===== config.mk =====
export PLATFORM = sky130hd
export DESIGN_NAME = txring_engine
export DESIGN_NICKNAME = d
export VERILOG_FILES = /design/src/rtl/txr_pkg.sv /design/src/rtl/txr_ring_ptr.sv /design/src/rtl/txr_desc_decode.sv /design/src/rtl/txring_engine.sv
export SDC_FILE = /design/constraint.sdc
export NUM_CORES = 1
export LEC_CHECK = 0
export CORE_AREA = 10 10 221 223
export DETAILED_ROUTE_END_ITERATION = 16
export DIE_AREA = 0 0 231 233
export PLACE_DENSITY = 0.77
export REMOVE_ABC_BUFFERS = 1
export SLEW_MARGIN = 40
export SYNTH_ARGS = -nofsm -noshare
export SYNTH_HDL_FRONTEND = slang
export SYNTH_SLANG_ARGS = --single-unit

===== constraint.sdc =====
create_clock -name clk -period 3.19 [get_ports clk]
set_clock_uncertainty 0.15 [all_clocks]
set_input_delay 0.4785 -clock clk [delete_from_list [all_inputs] [get_ports clk]]
set_output_delay 0.4785 -clock clk [all_outputs]
set_load 0.005 [all_outputs]

===== src/rtl/txr_pkg.sv =====
package txr_pkg;
  localparam int DATA_W     = 64;
  localparam int BEAT_B     = DATA_W / 8;
  localparam int DTYPE_LSB  = 0;
  localparam int DTYPE_W    = 4;
  localparam int EOP_BIT    = 4;
  localparam int SIZE_LSB   = 34;
  localparam int SIZE_W     = 14;
  localparam logic [DTYPE_W-1:0] DTYPE_DATA = 4'h0;
  localparam logic [DTYPE_W-1:0] DTYPE_DONE = 4'hF;

  typedef enum logic [2:0] {
    ST_IDLE, ST_DESC_RD, ST_BUF_RD, ST_SEND, ST_WB, ST_DONE
  } txr_state_e;
endpackage


===== src/rtl/txr_ring_ptr.sv =====
module txr_ring_ptr #(
  parameter int IDX_W  = 8,
  parameter int ADDR_W = 64
) (
  input  logic              clk,
  input  logic              rst_n,
  input  logic              enable,
  input  logic [IDX_W:0]    len_in,
  input  logic [ADDR_W-1:0] base_in,
  input  logic              hwb_en_in,
  input  logic [ADDR_W-1:0] hwb_addr_in,
  input  logic              tail_we,
  input  logic [IDX_W-1:0]  tail_wd,
  input  logic              advance,
  output logic [IDX_W-1:0]  head,
  output logic [IDX_W-1:0]  next_head,
  output logic [ADDR_W-1:0] base,
  output logic [ADDR_W-1:0] hwb_addr,
  output logic              hwb_en,
  output logic              en_rise,
  output logic              has_work
);
  logic             en_d;
  logic [IDX_W-1:0] tail;
  logic [IDX_W:0]   len;
  logic [IDX_W:0]   inc;

  assign en_rise   = enable & ~en_d;
  assign inc       = {1'b0, head} + {{IDX_W{1'b0}}, 1'b1};
  assign next_head = (inc >= len) ? '0 : inc[IDX_W-1:0];
  assign has_work  = enable & en_d & (head != tail);

  always_ff @(posedge clk) begin
    if (!rst_n) begin
      en_d     <= 1'b0;
      tail     <= '0;
      head     <= '0;
      len      <= '0;
      base     <= '0;
      hwb_addr <= '0;
      hwb_en   <= 1'b0;
    end else begin
      en_d <= enable;
      if (tail_we) tail <= tail_wd;
      if (en_rise) begin
        head     <= '0;
        len      <= len_in;
        base     <= base_in;
        hwb_en   <= hwb_en_in;
        hwb_addr <= hwb_addr_in;
      end else if (advance) begin
        head <= next_head;
      end
    end
  end
endmodule


===== src/rtl/txr_desc_decode.sv =====
module txr_desc_decode
  import txr_pkg::*;
(
  input  logic [63:0]       ctl_word,
  output logic [SIZE_W-1:0] buf_size,
  output logic              supported
);
  logic [DTYPE_W-1:0] dtype;
  logic               eop;

  assign dtype     = ctl_word[DTYPE_LSB +: DTYPE_W];
  assign eop       = ctl_word[EOP_BIT];
  assign buf_size  = ctl_word[SIZE_LSB +: SIZE_W];
  assign supported = (dtype == DTYPE_DATA) && eop && (buf_size != '0);
endmodule


===== src/rtl/txring_engine.sv =====
module txring_engine
  import txr_pkg::*;
#(
  parameter int ADDR_W = 64,
  parameter int IDX_W  = 8
) (
  input  logic              clk,
  input  logic              rst_n,
  input  logic              cfg_enable,
  input  logic [ADDR_W-1:0] cfg_ring_base,
  input  logic [IDX_W:0]    cfg_ring_len,
  input  logic              cfg_hwb_en,
  input  logic [ADDR_W-1:0] cfg_hwb_addr,
  input  logic              tail_we,
  input  logic [IDX_W-1:0]  tail_wdata,
  output logic [IDX_W-1:0]  head_idx,
  output logic              rd_req_valid,
  input  logic              rd_req_ready,
  output logic [ADDR_W-1:0] rd_req_addr,
  output logic [15:0]       rd_req_len,
  input  logic              rd_rsp_valid,
  output logic              rd_rsp_ready,
  input  logic [DATA_W-1:0] rd_rsp_data,
  output logic              wr_valid,
  input  logic              wr_ready,
  output logic [ADDR_W-1:0] wr_addr,
  output logic [4:0]        wr_len,
  output logic [127:0]      wr_data,
  input  logic              wr_ack,
  output logic              tx_valid,
  input  logic              tx_ready,
  output logic [DATA_W-1:0] tx_data,
  output logic [BEAT_B-1:0] tx_keep,
  output logic              tx_last,
  output logic              irq,
  output logic              err
);
  localparam int SLOT_SHIFT = 4;

  txr_state_e        state;
  logic              req_sent, beat_hi, wr_sent;
  logic [63:0]       w0, w1;
  logic [SIZE_W-1:0] rem, buf_size;
  logic              dec_ok, advance, en_rise, has_work, hwb_en;
  logic [IDX_W-1:0]  next_head;
  logic [ADDR_W-1:0] base, hwb_addr, slot_addr;

  txr_ring_ptr #(.IDX_W(IDX_W), .ADDR_W(ADDR_W)) u_ptr (
    .clk(clk), .rst_n(rst_n), .enable(cfg_enable),
    .len_in(cfg_ring_len), .base_in(cfg_ring_base),
    .hwb_en_in(cfg_hwb_en), .hwb_addr_in(cfg_hwb_addr),
    .tail_we(tail_we), .tail_wd(tail_wdata), .advance(advance),
    .head(head_idx), .next_head(next_head), .base(base),
    .hwb_addr(hwb_addr), .hwb_en(hwb_en), .en_rise(en_rise),
    .has_work(has_work)
  );

  txr_desc_decode u_dec (
    .ctl_word(w1), .buf_size(buf_size), .supported(dec_ok)
  );

  assign slot_addr = base + (ADDR_W'(head_idx) << SLOT_SHIFT);
  assign advance   = (state == ST_DONE) && cfg_enable;

  // read channel: descriptor fetch, then buffer fetch
  assign rd_req_valid = ((state == ST_DESC_RD) && !req_sent) ||
                        ((state == ST_BUF_RD) && dec_ok);
  assign rd_req_addr  = (state == ST_DESC_RD) ? slot_addr : w0[ADDR_W-1:0];
  assign rd_req_len   = (state == ST_DESC_RD) ? 16'd16 : 16'(buf_size);
  assign rd_rsp_ready = ((state == ST_DESC_RD) && req_sent) ||
                        ((state == ST_SEND) && tx_ready);

  // frame output is a pass-through of the buffer read data
  assign tx_valid = (state == ST_SEND) && rd_rsp_valid;
  assign tx_data  = rd_rsp_data;
  assign tx_last  = rem <= SIZE_W'(BEAT_B);
  for (genvar b = 0; b < BEAT_B; b++) begin : g_keep
    assign tx_keep[b] = rem > SIZE_W'(b);
  end

  // completion write
  assign wr_valid = (state == ST_WB) && !wr_sent;
  assign wr_addr  = hwb_en ? hwb_addr : slot_addr;
  assign wr_len   = hwb_en ? 5'd4 : 5'd16;
  assign wr_data  = hwb_en ? {96'b0, 32'(next_head)}
                           : {64'(DTYPE_DONE), 64'b0};

  always_ff @(posedge clk) begin
    if (!rst_n) begin
      state    <= ST_IDLE;
      req_sent <= 1'b0;
      beat_hi  <= 1'b0;
      wr_sent  <= 1'b0;
      w0       <= '0;
      w1       <= '0;
      rem      <= '0;
      err      <= 1'b0;
      irq      <= 1'b0;
    end else begin
      irq <= 1'b0;
      if (en_rise) err <= 1'b0;
      case (state)
        ST_IDLE: if (has_work && !err) begin
          state    <= ST_DESC_RD;
          req_sent <= 1'b0;
          beat_hi  <= 1'b0;
        end
        ST_DESC_RD: begin
          if (rd_req_valid && rd_req_ready) req_sent <= 1'b1;
          if (rd_rsp_valid && rd_rsp_ready) begin
            if (!beat_hi) begin
              w0      <= rd_rsp_data;
              beat_hi <= 1'b1;
            end else begin
              w1    <= rd_rsp_data;
              state <= ST_BUF_RD;
            end
          end
        end
        ST_BUF_RD: begin
          if (!dec_ok) begin
            err   <= 1'b1;
            state <= ST_IDLE;
          end else if (rd_req_ready) begin
            rem   <= buf_size;
            state <= ST_SEND;
          end
        end
        ST_SEND: if (tx_valid && tx_ready) begin
          rem <= rem - SIZE_W'(BEAT_B);
          if (tx_last) begin
            state   <= ST_WB;
            wr_sent <= 1'b0;
          end
        end
        ST_WB: begin
          if (wr_valid && wr_ready) wr_sent <= 1'b1;
          if (wr_sent && wr_ack) state <= ST_DONE;
        end
        ST_DONE: begin
          irq   <= cfg_enable;
          state <= ST_IDLE;
        end
        default: state <= ST_IDLE;
      endcase
    end
  end
endmodule


==> metrics.txt, run 1 <==
most used flip-flop cell after synthesis=dfxtp_1; commonest non-fill, non-tap cell in the layout=nand2_1; Post-synth EDFFs=0; antenna-violating nets left=0; initial antenna violation count=6; RR Startpoint=u_ptr.head[1]; GP Congestion=0.883; Psw=2720 µW; Synth Cell Area=14700 µm²; Area Overhead vs Synth=61.5%; Skew-Pair Late Insertion Delay=0.57 ns; Nets=2721; Pint=6870 µW; placed cell areas=20000 µm²; io pins=583; PnR worst setup slack=-0.560 ns; Post-synth ARST share=0; startpoint type of the worst setup path=flop; #FFs+latches synth=260; Num CTS Buffers=31; num rows=77; Starting Density=0.334; Finished Cell Area=23800 µm²; number of global-route vias before repair=15900; Die X=231 µm; routed wire length per instance=20.5 µm; Total Neg Setup Slack=-45.08 ns; Setup crit start=u_ptr.head[1]; via count=15700; Worst-path clk slew=0.06 ns; IR drop worst, VDD=0.000373 V; static leakage=0.00979 µW; Peak Freq=267 MHz; Crit. End Element=output port; violated checks=setup timing; type of the worst min-delay path=in2reg; vias per cell=5.05; top cell type's share of synthesized area=0.354; Max Cap Viol=0; root buf cell=clkbuf_16; Detailed Route WL=63600 µm; warnings from Yosys=0; PortBufs=461; first-pass GRT wire length=93200 µm; Sink Count=260; Core Region=44100 µm²; largest cells by area after synthesis=dfxtp_1 35%, nand2_1 14%, buf_4 9.7%, a21oi_1 8.9%, mux2_2 8.1%; Hold Fails Final Rpt=0; relative slew slack=0.451; Sw Share=0.284; grt ovf=0; crit path DAT=3.12 ns; CP max-delay cell=dfxtp_2; combinational group share of total power=0.236; DRT iter0 DRCs=1190; Placement Setup Slack=-0.537 ns; type of the worst setup path=reg2out; mean post-synth cell area=7.62 µm²; Final Max Tran Viols=0; Finish-stage setup viols=115; hold path start=cfg_ring_base[31]; total track usage=0.215; Slew @ Worst Pin=0.821 ns; Post-route DRC=0; cells along the critical path=buf_6, ha_4, a21oi_4, nor2_4, o2111ai_4, buf_12, buf_16, buf_12, a2111oi_4, xor2_1, buf_4, mux2_4, buf_6; status=finished with violations; area leader, netlist=dfxtp_1; Period Utilization, post-route=1.18; post-DP HPWL=43800 µm; worst endpoint required time=2.56 ns; unrepaired setup endpoints after global routing=true; Final min period=3.75 ns; WHS=0.299 ns; Fill cells=3812; CTS tree=yes; PD cells=404 nW/µm²; slowest stage delay, CP=0.32 ns; unique cell type count in the Yosys netlist=61; Vert. Die Dim=233 µm; layout cells sized above 1=0.275; post-synthesis sequential area ratio=0.354; critical path fanouts, max=6; # H-tree levels=1; largest net degree at the start of global routing=82; hold_buf cts=0; most frequent cells in the layout=547 x nand2_1, 340 x clkdlybuf4s50_1, 252 x a21oi_1, 249 x dfxtp_1, 172 x buf_4; Pre-antenna DRT Iters=7; Clk pwr share=0.397; clock buffer depth=3; sequential share of power=0.367; Final Util=0.539; Synth Instances=1931; Die ar.=53800 µm²
[registers in the layout, summed over array words and instances, names as in the netlist]
register        cells
err                 1
u_ptr.base         64
u_ptr.tail          8
irq                 1
u_ptr.len           9
u_ptr.hwb_addr     64
req_sent            1
w0                 64
u_ptr.en_d          1
rem                14
u_ptr.head          8
w1                 19
wr_sent             1
beat_hi             1
state               3
u_ptr.hwb_en        1
[area by class of cell]
type                            instances  area (µm²)  area share
Sequential cell                       260        5220       0.220
Clock buffer                           44         925      0.0389
Antenna cell                            3        7.51    0.000316
Clock inverter                         12         174     0.00732
Multi-Input combinational cell       1451        9610       0.404
Tap cell                              592         741      0.0312
Inverter                               35         139     0.00584
Timing Repair Buffer                  702        6950       0.292
[final timing paths]
check | end | slack (ns) | depth (start not counted)
hold / removal | u_ptr.base[31] | 0.30 | 3
setup / recovery | rd_req_addr[29] | -0.56 | 13
hold reg to reg | w1[3] | 0.30 | 2
setup reg to reg | u_ptr.head[1] | 0.29 | 14
[stage by stage]
step	total power (µW)	std cells
final	9600	3099
after global routing	9920	3098
after CTS	9510	3065
after detailed placement	5520	2941
after global placement	5490	2941
after floorplan	4360	1746
[worst max-delay path: cells and delay by family, from the launching register on]
family / cells / cell delay (ns)
muxes: 1 / 0.26
AOI/OAI and AO/OA: 3 / 0.54
and+or+nand+nor: 1 / 0.14
adders and majority gates: 1 / 0.27
DFF: 1 / 0.32
buffers and inverters: 6 / 0.85
xor gates and xnor gates: 1 / 0.16
[what timing repair did]
item / 4_1_cts / 5_1_grt
setup endpoints to repair: 130 / 146
gates cloned: 1 / 2
pin swaps: 121 / 69
gates resized for setup: 874 / 82
setup buffers: 79 / 40
[power groups by stage]
stage | Sequential (µW) | Clock (µW) | Combinational (µW)
global route | 3540 | 3980 | 2400
finish | 3520 | 3810 | 2260
CTS | 3510 | 3870 | 2130
global placement | 3570 | 0 | 1920
floorplan | 3550 | 0 | 805
detailed placement | 3580 | 0 | 1940
[Yosys cell counts, drive strengths merged, types with 2 or more instances]
library cell	count
ha	20
dfxtp	260
and2	23
nand4	20
a22o	2
mux2i	8
inv	35
nor2b	11
clkbuf	96
o21a	7
a22oi	2
nor4	22
a21boi	5
nand2	553
nor3	13
and4	2
xor2	42
nand2b	7
and3	4
xnor2	28
buf	209
a21o	4
o21ai	34
nor2	52
a211oi	15
nand4b	2
a21oi	262
nor3b	4
or2	4
a2111oi	10
nand3	35
o211ai	4
mux2	106
o31ai	5
or3	8
[per-layer routing]
layer  track usage  vias up  wire length [µm]
li1              -     7216                 -
met1         0.246     7565             24200
met2         0.390      720             32600
met3        0.0459      144              4900
met4        0.0705        6              1990
met5             0        -                49
[logic make-up (layout without fill, tap and decap cells)]
kind of cell               count (synthesis)  count (layout)  synth area share
and+or+nand+nor                          765             765             0.223
AOI/OAI and AO/OA                        360             360             0.141
buffers and inverters                    340             793             0.136
DFF                                      260             260             0.354
muxes                                    114             114            0.0865
xor gates and xnor gates                  70              70            0.0417
adders and majority gates                 21              21            0.0184
other                                      1             124          0.000255
(Power assumes the default switching activity.)
==> run 2: changes to the inputs <==
CORE_AREA = 10 10 259 261   (was 10 10 221 223)
DIE_AREA = 0 0 269 271   (was 0 0 231 233)
PLACE_DENSITY = 0.62   (was 0.77)
SLEW_MARGIN = 30   (was 40)
==> run 2 against run 1 <==
The flow still finishes with violations (setup timing). Final area increased by 2.6%. Power is 4.3% higher. Critical path type unchanged. Register-to-register slack improved by 0.15 ns. Largest cell class unchanged. Cell count rose by 8.9%. Clock power rose by 12%. Clock-buffer cell count grew 4. Non-clock buffer count up 29. Critical path depth grew 1.
==> metrics.txt, run 2 (synthesis gave the netlist of run 1 again) <==
static leakage=0.0101 µW (+3.1%); hold_buf cts=0 (unchanged); Crit. End Element=output port; startpoint type of the worst setup path=flop; first-pass GRT wire length=94600 µm (+1.5%); slowest stage delay, CP=0.34 ns (+0.02 ns); reg2reg setup slack=0.44 ns (+0.15 ns); Detailed Route WL=65900 µm (+3.6%); Num CTS Buffers=35 (+13%); Post-Place Cells=3218 (+9.4%); antenna-violating nets left=0 (unchanged); Worst Path Buf+Inv=6 (unchanged); vias per cell=4.40 (-13%); CP max-delay cell=fa_2; Core Region=61600 µm² (+40%); violated checks=setup timing; Pint=7160 µW (+4.2%); commonest non-fill, non-tap cell in the layout=nand2_1; Total Neg Setup Slack=-42.86 ns (+2.22 ns); Starting Density=0.239 (-0.0946); Slew @ Worst Pin=0.856 ns (+0.0351 ns); Area Overhead vs Synth=65.8%; relative slew slack=0.428 (-0.0234); # H-tree levels=2 (+1); initial antenna violation count=5 (-1); GP Congestion=0.825 (-6.6%); cells along the critical path=buf_6, ha_4, inv_2, fa_2, nand2b_4, a21oi_4, o21ai_4, clkbuf_16, buf_6, nor4_4, xor2_2, buf_4, mux2_4, buf_6; Clk pwr share=0.426 (+0.029); Finished Cell Area=24400 µm² (+2.6%); io pins=583 (unchanged); combinational group share of total power=0.224 (-0.012); kind of cell adding the most delay to the critical path=buffers and inverters; critical path fanouts, max=5 (-1); Vert. Die Dim=271 µm (+16%); grt ovf=0 (unchanged); most frequent cells in the layout=550 x nand2_1, 345 x clkdlybuf4s50_1, 253 x a21oi_1, 238 x dfxtp_1, 181 x buf_4; placed cell areas=20600 µm² (+3.1%); Max Cap Viol=0 (unchanged); post-DP HPWL=46600 µm (+6.5%); Pre-antenna DRT Iters=5 (-2); Period Utilization, post-route=1.20 (+0.0215); num rows=91 (+18%); Seq. cell area=5240 µm² (+0.22%); Nets=2754 (+1.2%); sequential share of power=0.350 (-0.017); Fill cells=6214 (+63%); Skew-Pair Late Insertion Delay=0.53 ns (-0.04 ns); CTS tree=yes; number of global-route vias before repair=14900 (-6.5%); status=finished with violations; Psw=2850 µW (+4.7%); type of the worst setup path=reg2out; largest registers=u_ptr.base (64), u_ptr.hwb_addr (64), w0 (64); IR drop worst, VDD=0.000350 V (-6.3%); Peak Freq=262 MHz (-1.8%); PortBufs=461 (unchanged); via count=14900 (-5.1%); PnR worst setup slack=-0.629 ns (-0.0685 ns); largest net degree at the start of global routing=93 (+13%); Die ar.=72900 µm² (+35%); total track usage=0.168 (-0.0465); DRT iter0 DRCs=841 (-29%); root buf cell=clkbuf_16; crit path DAT=3.19 ns (+0.07 ns); clock buffer depth=3 (unchanged); layout cells sized above 1=0.279 (+0.00409); final non-filler cell total=3376 (+8.9%); Overall Power=10000 µW (+4.3%); Sw Share=0.285 (+0.000987); Sink Count=260 (unchanged); unrepaired setup endpoints after global routing=true; Final min period=3.82 ns (+0.0685 ns); Hold Fails Final Rpt=0 (unchanged); worst endpoint required time=2.56 ns (about the same); antenna cell count=0 (-3); Final Max Tran Viols=0 (unchanged); Worst-path clk slew=0.06 ns (about the same); Die X=269 µm (+16%); Finish-stage setup viols=114 (-0.87%); most frequent CP cell=buf_6; Post-route DRC=0 (unchanged); area occupied by multi-input gates=9520 µm² (-0.98%); PD cells=410 nW/µm² (+1.7%); routed wire length per instance=19.5 µm (-4.9%); type of the worst min-delay path=reg2reg
run 2: power by group through the flow:
stage	sequential, µW	combinational (µW)	clock, µW
CTS	3500	2130	4390
detailed placement	3570	2000	0
finish	3510	2240	4270
floorplan	3550	805	0
global route	3520	2410	4520
global placement	3560	2000	0
run 2: path summary, 6_finish.rpt:
kind	from	cells after the start	endpoint
worst max-delay path	u_ptr.head[0]	14	wr_addr[54]
worst max register to register	u_ptr.head[1]	13	u_ptr.head[4]
worst min-delay path	u_ptr.hwb_addr[45]	2	u_ptr.hwb_addr[45]
worst min register to register	u_ptr.hwb_addr[45]	2	u_ptr.hwb_addr[45]
run 2: stage by stage:
step           setup WS, ns  utilization  hold WS, ns
4_1_cts              -0.714        0.381        0.302
5_1_grt              -0.777        0.396        0.318
2_1_floorplan         -3.02            -        0.281
3_5_place_dp         -0.586        0.334        0.293
3_3_place_gp         -0.537        0.334        0.289
6_report             -0.629        0.396        0.302
run 2: layout make-up:
cell class,count,area share
Tap cell,837,0.0429
Inverter,35,0.00574
Sequential cell,260,0.215
Timing Repair Buffer,731,0.296
Clock buffer,48,0.0429
Multi-Input combinational cell,1451,0.390
Clock inverter,14,0.00759
run 2: repair_timing:
action | CTS | global route
setup endpoints to repair | 142 | 127
resized for setup | 679 | 196
gates cloned | 3 | 1
pin swaps | 79 | 67
buffers inserted | 61 | 45
run 2: layer usage:
metal  GRT usage  wire [µm]  up-vias
met5           0         72        -
met3      0.0393       4000       67
met4      0.0353        971       10
met1       0.203      27900     7102
met2       0.297      33000      383
li1            -          -     7288
run 2: worst min-delay path: stages, from the launching register on:
cell     delay (ns)
dfxtp_1        0.31
nand2_1        0.05
a21oi_1        0.05
